==> config.mk <==
export PLATFORM = sky130hd
export DESIGN_NAME = xsram_bus_ctrl
export DESIGN_NICKNAME = d
export VERILOG_FILES = /design/src/rtl/xmb_pkg.sv /design/src/rtl/xmb_decode.sv /design/src/rtl/xmb_seq.sv /design/src/rtl/xmb_pinmux.sv /design/src/rtl/xsram_bus_ctrl.sv
export SDC_FILE = /design/constraint.sdc
export NUM_CORES = 1
export LEC_CHECK = 0
export ABC_AREA = 1
export BUFFER_PORTS_ARGS = -buffer_cell sky130_fd_sc_hd__clkbuf_2
export CORE_ASPECT_RATIO = 0.9
export CORE_MARGIN = 1.5
export CORE_UTILIZATION = 40
export CTS_CLUSTER_DIAMETER = 40
export CTS_CLUSTER_SIZE = 30
export DETAILED_ROUTE_END_ITERATION = 6
export HOLD_SLACK_MARGIN = 0.08
export PLACE_DENSITY_LB_ADDON = 0.25
export SLEW_MARGIN = 20
export SYNTH_ARGS = -nofsm -noshare
export SYNTH_HDL_FRONTEND = slang
export SYNTH_SLANG_ARGS = --single-unit
==> constraint.sdc <==
create_clock -name clk -period 1.1 [get_ports clk]
set_input_delay 0.11 -clock clk [delete_from_list [all_inputs] [get_ports clk]]
set_output_delay 0.11 -clock clk [all_outputs]
set_load 0.02 [all_outputs]
==> src/rtl/xmb_pkg.sv <==
package xmb_pkg;
    localparam int ADDR_W = 16;
    localparam int DATA_W = 8;
    localparam int HI_W   = ADDR_W - DATA_W;

    typedef enum logic [2:0] {
        ST_IDLE,
        ST_ADDR,
        ST_HOLD,
        ST_DATA,
        ST_DONE
    } xmb_state_e;

    typedef struct packed {
        logic              we;
        logic              stretch;
        logic [ADDR_W-1:0] addr;
        logic [DATA_W-1:0] wdata;
    } xmb_req_t;

    typedef struct packed {
        logic              ale;
        logic              rd_n;
        logic              wr_n;
        logic [DATA_W-1:0] lo_out;
        logic [DATA_W-1:0] lo_oe;
        logic [HI_W-1:0]   hi_out;
        logic [HI_W-1:0]   hi_oe;
    } xmb_pins_t;

    function automatic logic in_strobe(xmb_state_e s);
        return (s == ST_HOLD) || (s == ST_DATA);
    endfunction

    function automatic logic hits_external(logic [ADDR_W-1:0] a,
                                           logic [ADDR_W-1:0] base,
                                           logic              en);
        return en && (a >= base);
    endfunction
endpackage

==> src/rtl/xmb_decode.sv <==
module xmb_decode
    import xmb_pkg::*;
#(
    parameter logic [ADDR_W-1:0] EXT_BASE = 16'h0260
) (
    input  logic              req,
    input  logic [ADDR_W-1:0] addr,
    input  logic              xmem_en,
    input  logic              idle,
    output logic              go
);
    always_comb begin
        go = req && idle && hits_external(addr, EXT_BASE, xmem_en);
    end
endmodule

==> src/rtl/xmb_seq.sv <==
module xmb_seq
    import xmb_pkg::*;
(
    input  logic              clk,
    input  logic              rst,
    input  logic              go,
    input  xmb_req_t          req_in,
    input  logic [DATA_W-1:0] pa_in,
    output xmb_state_e        state,
    output xmb_req_t          lat,
    output logic [DATA_W-1:0] rdata,
    output logic              done
);
    xmb_state_e state_q;
    xmb_req_t   lat_q;
    logic [DATA_W-1:0] rdata_q;

    always_ff @(posedge clk) begin
        if (rst) begin
            state_q <= ST_IDLE;
            lat_q   <= '0;
            rdata_q <= '0;
        end else begin
            unique case (state_q)
                ST_IDLE: begin
                    if (go) begin
                        lat_q   <= req_in;
                        state_q <= ST_ADDR;
                    end
                end
                ST_ADDR: state_q <= lat_q.stretch ? ST_HOLD : ST_DATA;
                ST_HOLD: state_q <= ST_DATA;
                ST_DATA: begin
                    if (!lat_q.we) begin
                        rdata_q <= pa_in;
                    end
                    state_q <= ST_DONE;
                end
                ST_DONE: state_q <= ST_IDLE;
                default: state_q <= ST_IDLE;
            endcase
        end
    end

    assign state = state_q;
    assign lat   = lat_q;
    assign rdata = rdata_q;
    assign done  = (state_q == ST_DONE);

    p_done_pulse_r12: assert property (@(posedge clk) disable iff (rst)
        done |=> !done);
    p_latch_hold_r11: assert property (@(posedge clk) disable iff (rst)
        (state_q != ST_IDLE && state_q != ST_DONE) |=> $stable(lat_q.addr) && $stable(lat_q.wdata));
    p_stretch_r4: assert property (@(posedge clk) disable iff (rst)
        (state_q == ST_ADDR && lat_q.stretch) |=> (state_q == ST_HOLD));
    p_rdata_hold_r6: assert property (@(posedge clk) disable iff (rst)
        (state_q != ST_DATA) |=> $stable(rdata_q));
endmodule

==> src/rtl/xmb_pinmux.sv <==
module xmb_pinmux
    import xmb_pkg::*;
(
    input  logic              clk,
    input  logic              rst,
    input  logic              xmem_en,
    input  xmb_state_e        state,
    input  xmb_req_t          lat,
    input  logic [DATA_W-1:0] port_lo_out,
    input  logic [DATA_W-1:0] port_lo_dir,
    input  logic [HI_W-1:0]   port_hi_out,
    input  logic [HI_W-1:0]   port_hi_dir,
    output xmb_pins_t         pins
);
    always_comb begin
        pins.ale    = 1'b0;
        pins.rd_n   = 1'b1;
        pins.wr_n   = 1'b1;
        pins.lo_out = lat.addr[DATA_W-1:0];
        pins.lo_oe  = '1;
        pins.hi_out = lat.addr[ADDR_W-1:DATA_W];
        pins.hi_oe  = '1;
        if (!xmem_en) begin
            pins.lo_out = port_lo_out;
            pins.lo_oe  = port_lo_dir;
            pins.hi_out = port_hi_out;
            pins.hi_oe  = port_hi_dir;
        end else if (state == ST_ADDR) begin
            pins.ale = 1'b1;
        end else if (in_strobe(state)) begin
            if (lat.we) begin
                pins.wr_n   = 1'b0;
                pins.lo_out = lat.wdata;
            end else begin
                pins.rd_n  = 1'b0;
                pins.lo_oe = '0;
            end
        end
    end

    p_strobe_excl_r5: assert property (@(posedge clk) disable iff (rst)
        !(!pins.rd_n && !pins.wr_n));
    p_read_release_r6: assert property (@(posedge clk) disable iff (rst)
        !pins.rd_n |-> (pins.lo_oe == '0));
    p_ale_quiet_r7: assert property (@(posedge clk) disable iff (rst)
        pins.ale |-> (pins.rd_n && pins.wr_n));
    p_off_quiet_r9: assert property (@(posedge clk) disable iff (rst)
        !xmem_en |-> (!pins.ale && pins.rd_n && pins.wr_n));
endmodule

==> src/rtl/xsram_bus_ctrl.sv <==
module xsram_bus_ctrl
    import xmb_pkg::*;
#(
    parameter logic [15:0] EXT_BASE = 16'h0260
) (
    input  logic        clk,
    input  logic        rst,
    input  logic        req,
    input  logic        we,
    input  logic [15:0] addr,
    input  logic [7:0]  wdata,
    input  logic        xmem_en,
    input  logic        wait_en,
    input  logic [7:0]  port_lo_out,
    input  logic [7:0]  port_lo_dir,
    input  logic [7:0]  port_hi_out,
    input  logic [7:0]  port_hi_dir,
    input  logic [7:0]  pa_in,
    output logic [7:0]  pa_out,
    output logic [7:0]  pa_oe,
    output logic [7:0]  pc_out,
    output logic [7:0]  pc_oe,
    output logic        ale,
    output logic        rd_n,
    output logic        wr_n,
    output logic [7:0]  rdata,
    output logic        done
);
    xmb_state_e state;
    xmb_req_t   lat;
    xmb_req_t   req_in;
    xmb_pins_t  pins;
    logic       go;

    always_comb begin
        req_in.we      = we;
        req_in.stretch = wait_en;
        req_in.addr    = addr;
        req_in.wdata   = wdata;
    end

    xmb_decode #(.EXT_BASE(EXT_BASE)) u_decode (
        .req     (req),
        .addr    (addr),
        .xmem_en (xmem_en),
        .idle    (state == ST_IDLE),
        .go      (go)
    );

    xmb_seq u_seq (
        .clk    (clk),
        .rst    (rst),
        .go     (go),
        .req_in (req_in),
        .pa_in  (pa_in),
        .state  (state),
        .lat    (lat),
        .rdata  (rdata),
        .done   (done)
    );

    xmb_pinmux u_pinmux (
        .clk         (clk),
        .rst         (rst),
        .xmem_en     (xmem_en),
        .state       (state),
        .lat         (lat),
        .port_lo_out (port_lo_out),
        .port_lo_dir (port_lo_dir),
        .port_hi_out (port_hi_out),
        .port_hi_dir (port_hi_dir),
        .pins        (pins)
    );

    assign pa_out = pins.lo_out;
    assign pa_oe  = pins.lo_oe;
    assign pc_out = pins.hi_out;
    assign pc_oe  = pins.hi_oe;
    assign ale    = pins.ale;
    assign rd_n   = pins.rd_n;
    assign wr_n   = pins.wr_n;

    p_internal_r8: assert property (@(posedge clk) disable iff (rst)
        (state == ST_IDLE && req && addr < EXT_BASE) |=> !ale);
endmodule

==> flow_metrics.tcl, run 1 <==
set metrics [dict create \
    status "complete, but fails checks" \
    failed_checks "negative setup slack" \
    syn_to_final_growth_pct 90.5 \
    grt_start_max_net_pins 41 \
    regToRegSetupSlack_ns -0.37 \
    clkPwrFrac_pct 17.8 \
    intPower_w 0.00319 \
    synth.net_count 399 \
    synth_top_family_by_area "simple AND/OR/NAND/NOR gates" \
    multi_input_area_um2 1540 \
    setup_violations 55 \
    yosysUniqueCellTypes 22 \
    hold_viol_final 0 \
    period_minus_slack_ns 1.48 \
    synthSimpleGateAreaFrac_pct 38.7 \
    fill_cells 308 \
    crit_required_ns 0.99 \
    crit_arrival_ns 1.37 \
    cts_buffers 5 \
    grtUsageMet3_pct 3.69 \
    critical_path_class "register to output port" \
    synth.cell_area_um2 2070 \
    mostFrequentLayoutCells "93 x clkbuf_2, 70 x nand2_1, 50 x nor2_1" \
    busiest_layer "met2" \
    switchingPower_w 0.00186 \
    rsz0062_at_grt "true" \
    dpl_cell_area_um2 2950 \
    powerDensity_nw_per_um2 1280 \
    fp.dieH_um 71.3 \
    setup_slack_ns -0.383 \
    syn_inst 329 \
    power_frac_seq_pct 33.8 \
    dieArea_um2 5620 \
    nets 551 \
    max_stage_delay_ns 0.33 \
    gp_congestion 0.793 \
    muxShareOfSynthArea_pct 0 \
    worstSkewPairLatency_ns 0.28 \
    synth-xor-area-share_pct 0 \
    grt_pass1_vias 2518 \
    grt_use_met1_pct 32.1 \
    grt_overflow 0 \
    end_kind "output port" \
    io_pins 114 \
    seq_area_um2 746 \
    stdcell_area_um2 3950 \
    p_leak_nw 1.90 \
    grt_pass1_wl_um 11800 \
    io_buffers 113 \
    final_common_cell "clkbuf_2" \
    place_inst 513 \
    clk_pin_slew_worst_paths_ns 0.07 \
    peakVddDrop_mv 0.933 \
    path_buf_inv 3 \
    skew_ns 0.00693 \
    dp_hpwl_um 4270 \
    timing.fmax_mhz 674 \
    cts_buffer_depth 2 \
    hold_path_class "input pin to register" \
    synthAdderAreaFrac_pct 0 \
    synth_area_per_cell_um2 6.30 \
    die_w_um 78.9 \
    drc_errors 0 \
    drv_cap 0 \
    avgRoutedWirePerCell_um 15.4 \
    antenna_found_initial 0 \
    diodes 0 \
    cts_tree "done" \
    cp_max_fo 8 \
    dr.pass1.iters 4 \
    start_kind "register" \
    fin_crit_sh_pct 135 \
    drive_gt1_share_pct 52.7 \
    wl_um 8420 \
    ant_nets 0 \
    track_usage_pct 26.5 \
    slowest_stage "dfxtp_2" \
    slew_violations 0 \
    ys_seq_area_share_pct 35.7 \
    fin_cells 547 \
    worst_slew_pin_slew_ns 0.238 \
    p_sw_share_pct 36.8 \
    use_met2_pct 48.5 \
    htree_levels 2 \
    critPathTopFamily "flip-flops" \
    crit_top_cell "a21oi_4" \
    routed_via_density 5.13 \
    synth_compound_area_share_pct 12.6 \
    first_iter_violations 143 \
    slew_headroom_pct 84.0 \
    num_rows 24 \
    initial_core_util_pct 42.1 \
    ys_seq_elements 37 \
    p_comb_share_pct 48.4 \
    core_area_um2 4920 \
    ys_warn_count 0 \
    vias 2807 \
    cts_root_buf "clkbuf_8" \
    clock_sinks 37 \
    cp_cell_sequence "inv_2, nand2_4, inv_6, nand2_8, a21oi_4, a21oi_4, buf_8" \
]
sequential cells by signal (all words and copies together) (netlist names):
| signal | count |
|---|---|
| u_seq.lat | 26 |
| u_seq.rdata | 8 |
| u_seq.state | 3 |
synthesized netlist by cell type, drive strengths merged:
| library cell | number | area share [%] |
|---|---|---|
| clkbuf | 7 | 1.9 |
| nor3b | 1 | 0.36 |
| dfxtp | 37 | 36 |
| inv | 33 | 6.0 |
| o21ai | 9 | 2.2 |
| or2 | 8 | 2.4 |
| buf | 13 | 5.1 |
| nor3 | 3 | 1.3 |
| nor2 | 59 | 11 |
| nand3 | 37 | 8.9 |
| nand2 | 79 | 15 |
| a21oi | 43 | 10 |
metal layers:
layer / vias to the layer above / share of wire, % / routed length, um
met1: 1288 / 39 / 3270
met3: 22 / 6.6 / 552
met5: - / 0 / 0
li1: 1342 / - / -
met4: 0 / 3.0 / 255
met2: 155 / 52 / 4340
power by group through the flow:
stage / combinational (W) / sequential [W] / clock (W)
CTS: 0.00208 / 0.00167 / 0.000895
finish: 0.00244 / 0.00171 / 0.000897
global placement: 0.00147 / 0.00166 / 0
detailed placement: 0.00149 / 0.00166 / 0
global route: 0.00259 / 0.00172 / 0.000976
floorplan: 0.000949 / 0.00167 / 0
cell type report:
cell class,count,area share [%]
clock buffers,6,1.84
clock inverters,2,0.253
inverters,33,3.58
multi-input cells,239,39.1
flip-flops and latches,37,18.9
well taps,65,2.06
repair buffers,165,34.3
metrics by stage:
stage	setup TNS, ns	setup slack [ns]	total power, W	hold WS, ns	util, %
after floorplan	-1.12	-0.0479	0.00262	0.245	-
after global placement	-4.21	-0.131	0.00312	0.334	59.9
after detailed placement	-4.97	-0.179	0.00315	0.347	59.9
after CTS	-14.34	-0.342	0.00465	0.106	74.9
after global routing	-19.76	-0.430	0.00529	0.152	80.2
final	-16.83	-0.383	0.00505	0.138	80.2
path summary, 6_finish.rpt:
| kind | end | depth (start not counted) | start |
|---|---|---|---|
| worst min register to register | u_seq.lat[18] | 2 | u_seq.lat[18] |
| worst max-delay path | pa_out[4] | 7 | u_seq.state[2] |
| worst max register to register | u_seq.lat[10] | 10 | u_seq.state[2] |
| worst min-delay path | u_seq.lat[0] | 5 | wdata[0] |
tightest hold or removal path, delay by kind of cell:
kind | cells | cell delay [ns]
simple gates | 3 | 0.14
buf+inv | 2 | 0.12
what timing repair did:
item | 4_1_cts | 5_1_grt
setup endpoints to repair | 55 | 62
setup buffers | 8 | 3
hold buffers | 8 | 0
cloned | 5 | 2
pin swaps | 20 | 24
resized for setup | 91 | 67
endpoints found under the hold margin | 8 | 0
kinds of logic (layout without fill, tap and decap cells):
| group | Yosys count | after routing |
|---|---|---|
| flops | 37 | 37 |
| simple gates | 187 | 187 |
| compound gates | 52 | 52 |
| buf+inv | 53 | 206 |
(Power assumes the default switching activity.)
==> run 2, diff against run 1 <==
Settings changed: CORE_UTILIZATION 40 to 42, PLACE_DENSITY from default to 0.76, PLACE_DENSITY_LB_ADDON 0.25 to default, SYNTH_HIERARCHICAL from default to 1.
==> run 2 against run 1 <==
Synthesized area is 17% higher. Register-to-register slack got worse by 0.10 ns. Die area grew 11%. Clock power increased by 33%. Cell count rose by 16%. Flip-flop and latch count stayed put. Sequential share of layout area up 0.18 points. Critical path type is now register to register. The flow still finishes with violations (negative setup slack). Critical path depth increased by 4. Critical endpoint is now u_seq/lat[3]. First-iteration DRC count up 13%.
==> flow_metrics.tcl, run 2 <==
set metrics [dict create \
    rr_worst_depth 11 \
    crit_arrival_ns 1.81 \
    worst_slew_pin_slew_ns 0.275 \
    die_w_um 83.1 \
    dp_hpwl_um 5090 \
    failed_checks "negative setup slack" \
    dr.pass1.iters 4 \
    peakVddDrop_mv 0.907 \
    status "complete, but fails checks" \
    ant_nets 0 \
    whs_ns 0.141 \
    yosysTopAreaCell "dfxtp_1" \
    cts_root_buf "clkbuf_8" \
    slew_headroom_pct 81.6 \
    fin_crit_sh_pct 143 \
    avgRoutedWirePerCell_um 12.2 \
    io_buffers 113 \
    setup_slack_ns -0.470 \
    initial_core_util_pct 43.1 \
    synth.cell_area_um2 2430 \
    synth.net_count 480 \
    cts_buffers 5 \
    rr_endpoint "u_seq/lat[3]" \
    ys_seq_area_share_pct 30.5 \
    first_iter_violations 162 \
    period_minus_slack_ns 1.57 \
    largest_register_ff_count 26 \
    cts_tree "done" \
    drive_gt1_share_pct 44.5 \
    synth.most_common_cell "nand2_1" \
    drc_errors 0 \
    grt_pass1_vias 2645 \
    core_area_um2 5630 \
    synth_area_per_cell_um2 5.92 \
    wl_um 7710 \
    syn_inst 410 \
    ys_warn_count 6 \
    powerDensity_nw_per_um2 1410 \
    clock_sinks 37 \
    crit_required_ns 1.34 \
    diodes 0 \
    num_rows 26 \
    vias 2969 \
    antenna_found_initial 0 \
    setup_violations 56 \
    start_kind "register" \
    synth_area_leaders "dfxtp_1 31%, nand2_1 18%, inv_1 15%, nand4_1 9.0%, nor2_1 6.6%" \
    drv_cap 0 \
    cp_max_fo 20 \
    ys_async_sr_fraction_pct 0 \
    fp.dieH_um 75.1 \
    grt_start_max_net_pins 27 \
    gp_congestion 0.816 \
    track_usage_pct 22.8 \
    htree_levels 2 \
    critical_path_class "register to register" \
    p_leak_nw 2.08 \
    skew_ns 0.00471 \
    endpoint "u_seq/lat[3]" \
    final_common_cell "clkbuf_2" \
    nets 631 \
    synth_common_cells "115 x nand2_1, 100 x inv_1, 43 x nor2_1, 37 x dfxtp_1, 35 x nand4_1" \
    end_kind "register" \
    ys.flop_type "dfxtp_1" \
    timing.fmax_mhz 637 \
    yosysUniqueCellTypes 21 \
    dieArea_um2 6250 \
    routed_via_density 4.70 \
    synth_top_cell_area_share_pct 30.5 \
    mostFrequentLayoutCells "97 x clkbuf_2, 94 x inv_1, 93 x nand2_1" \
    synth_edf_count 0 \
    grt_overflow 0 \
    syn_to_final_growth_pct 62.3 \
    reg2reg_from "u_seq/state[1]" \
    grt_pass1_wl_um 11400 \
    regToRegSetupSlack_ns -0.47 \
    cts_buffer_depth 2 \
    clk_pin_slew_worst_paths_ns 0.08 \
    fin_tns_setup_ns -19.39 \
    p_total_w 0.00555 \
    hold_viol_final 0 \
    io_pins 114 \
    worstSkewPairLatency_ns 0.30 \
    rsz0062_at_grt "true" \
    slew_violations 0 \
    hold_path_class "input pin to register" \
    ys_seq_elements 37 \
    startpoint "u_seq/state[1]" \
]
[run 2: timing repair]
item,4_1_cts,5_1_grt
pin swaps,30,26
buffers inserted,4,4
endpoints found under the setup margin,55,58
hold endpoints to repair,8,0
cloned,1,0
hold buffers,8,0
resized for setup,55,61
[run 2: worst min path at each step]
stage | startpoint | to | slack (ns) | depth (start not counted)
2_1_floorplan | pa_in[0] | u_seq/rdata[0] | 0.27 | 2
3_3_place_gp | pa_in[7] | u_seq/rdata[7] | 0.36 | 3
3_5_place_dp | pa_in[5] | u_seq/rdata[5] | 0.37 | 3
4_1_cts | rst | u_seq/rdata[0] | 0.11 | 2
5_1_grt | rst | u_seq/rdata[1] | 0.16 | 2
6_report | wdata[5] | u_seq/lat[5] | 0.14 | 5
[run 2: kinds of logic after synthesis]
logic type      synth area share (%)
buf+inv                         22.6
flops                           30.5
compound gates                  1.86
simple gates                    45.0
[run 2: worst max-delay path, cell delays in order, from the launching register on]
cell and delay (ns):
dfxtp_4 0.36, buf_6 0.12, inv_2 0.06, nand2_2 0.07
nor2_4 0.09, nand3_2 0.09, a21oi_4 0.22, nand3_4 0.12
buf_12 0.17, nand2_1 0.07, inv_1 0.05, nor2_2 0.08
[run 2: cell type report]
class                   count  area, um^2
fillers                   465        1690
well taps                  70        87.6
clock buffers               5        68.8
flip-flops and latches     37         751
inverters                 104         403
repair buffers            165        1180
clock inverters             3        41.3
multi-input cells         247        1400
repair inverters            1        7.51
[run 2: report_power, final]
| group | internal (W) | total [W] | leakage (nW) | switching (W) |
|---|---|---|---|---|
| clock | 0.000667 | 0.00119 | 0.0518 | 0.000518 |
| combinational | 0.00121 | 0.00270 | 1.73 | 0.00149 |
| sequential | 0.00154 | 0.00166 | 0.304 | 0.000120 |
| total | 0.00342 | 0.00555 | 2.08 | 0.00213 |
[run 2: per-stage QoR]
stage | instances | worst slack (ns) | utilization (%) | cell area [um^2]
4_1_cts | 628 | -0.433 | 66.2 | 3720
5_1_grt | 632 | -0.545 | 70.0 | 3940
6_report | 632 | -0.470 | 70.0 | 3940
3_3_place_gp | 607 | -0.249 | 58.4 | 3290
2_1_floorplan | 410 | -0.222 | - | 2480
3_5_place_dp | 607 | -0.269 | 58.4 | 3290
[run 2: per-layer routing]
layer / share of wire [%] / up-vias / GRT usage, %
met5: 0 / - / 0
met3: 5.6 / 12 / 5.26
met4: 1.5 / 0 / 7.59
met1: 39 / 1342 / 25.0
met2: 54 / 95 / 44.2
li1: - / 1520 / -
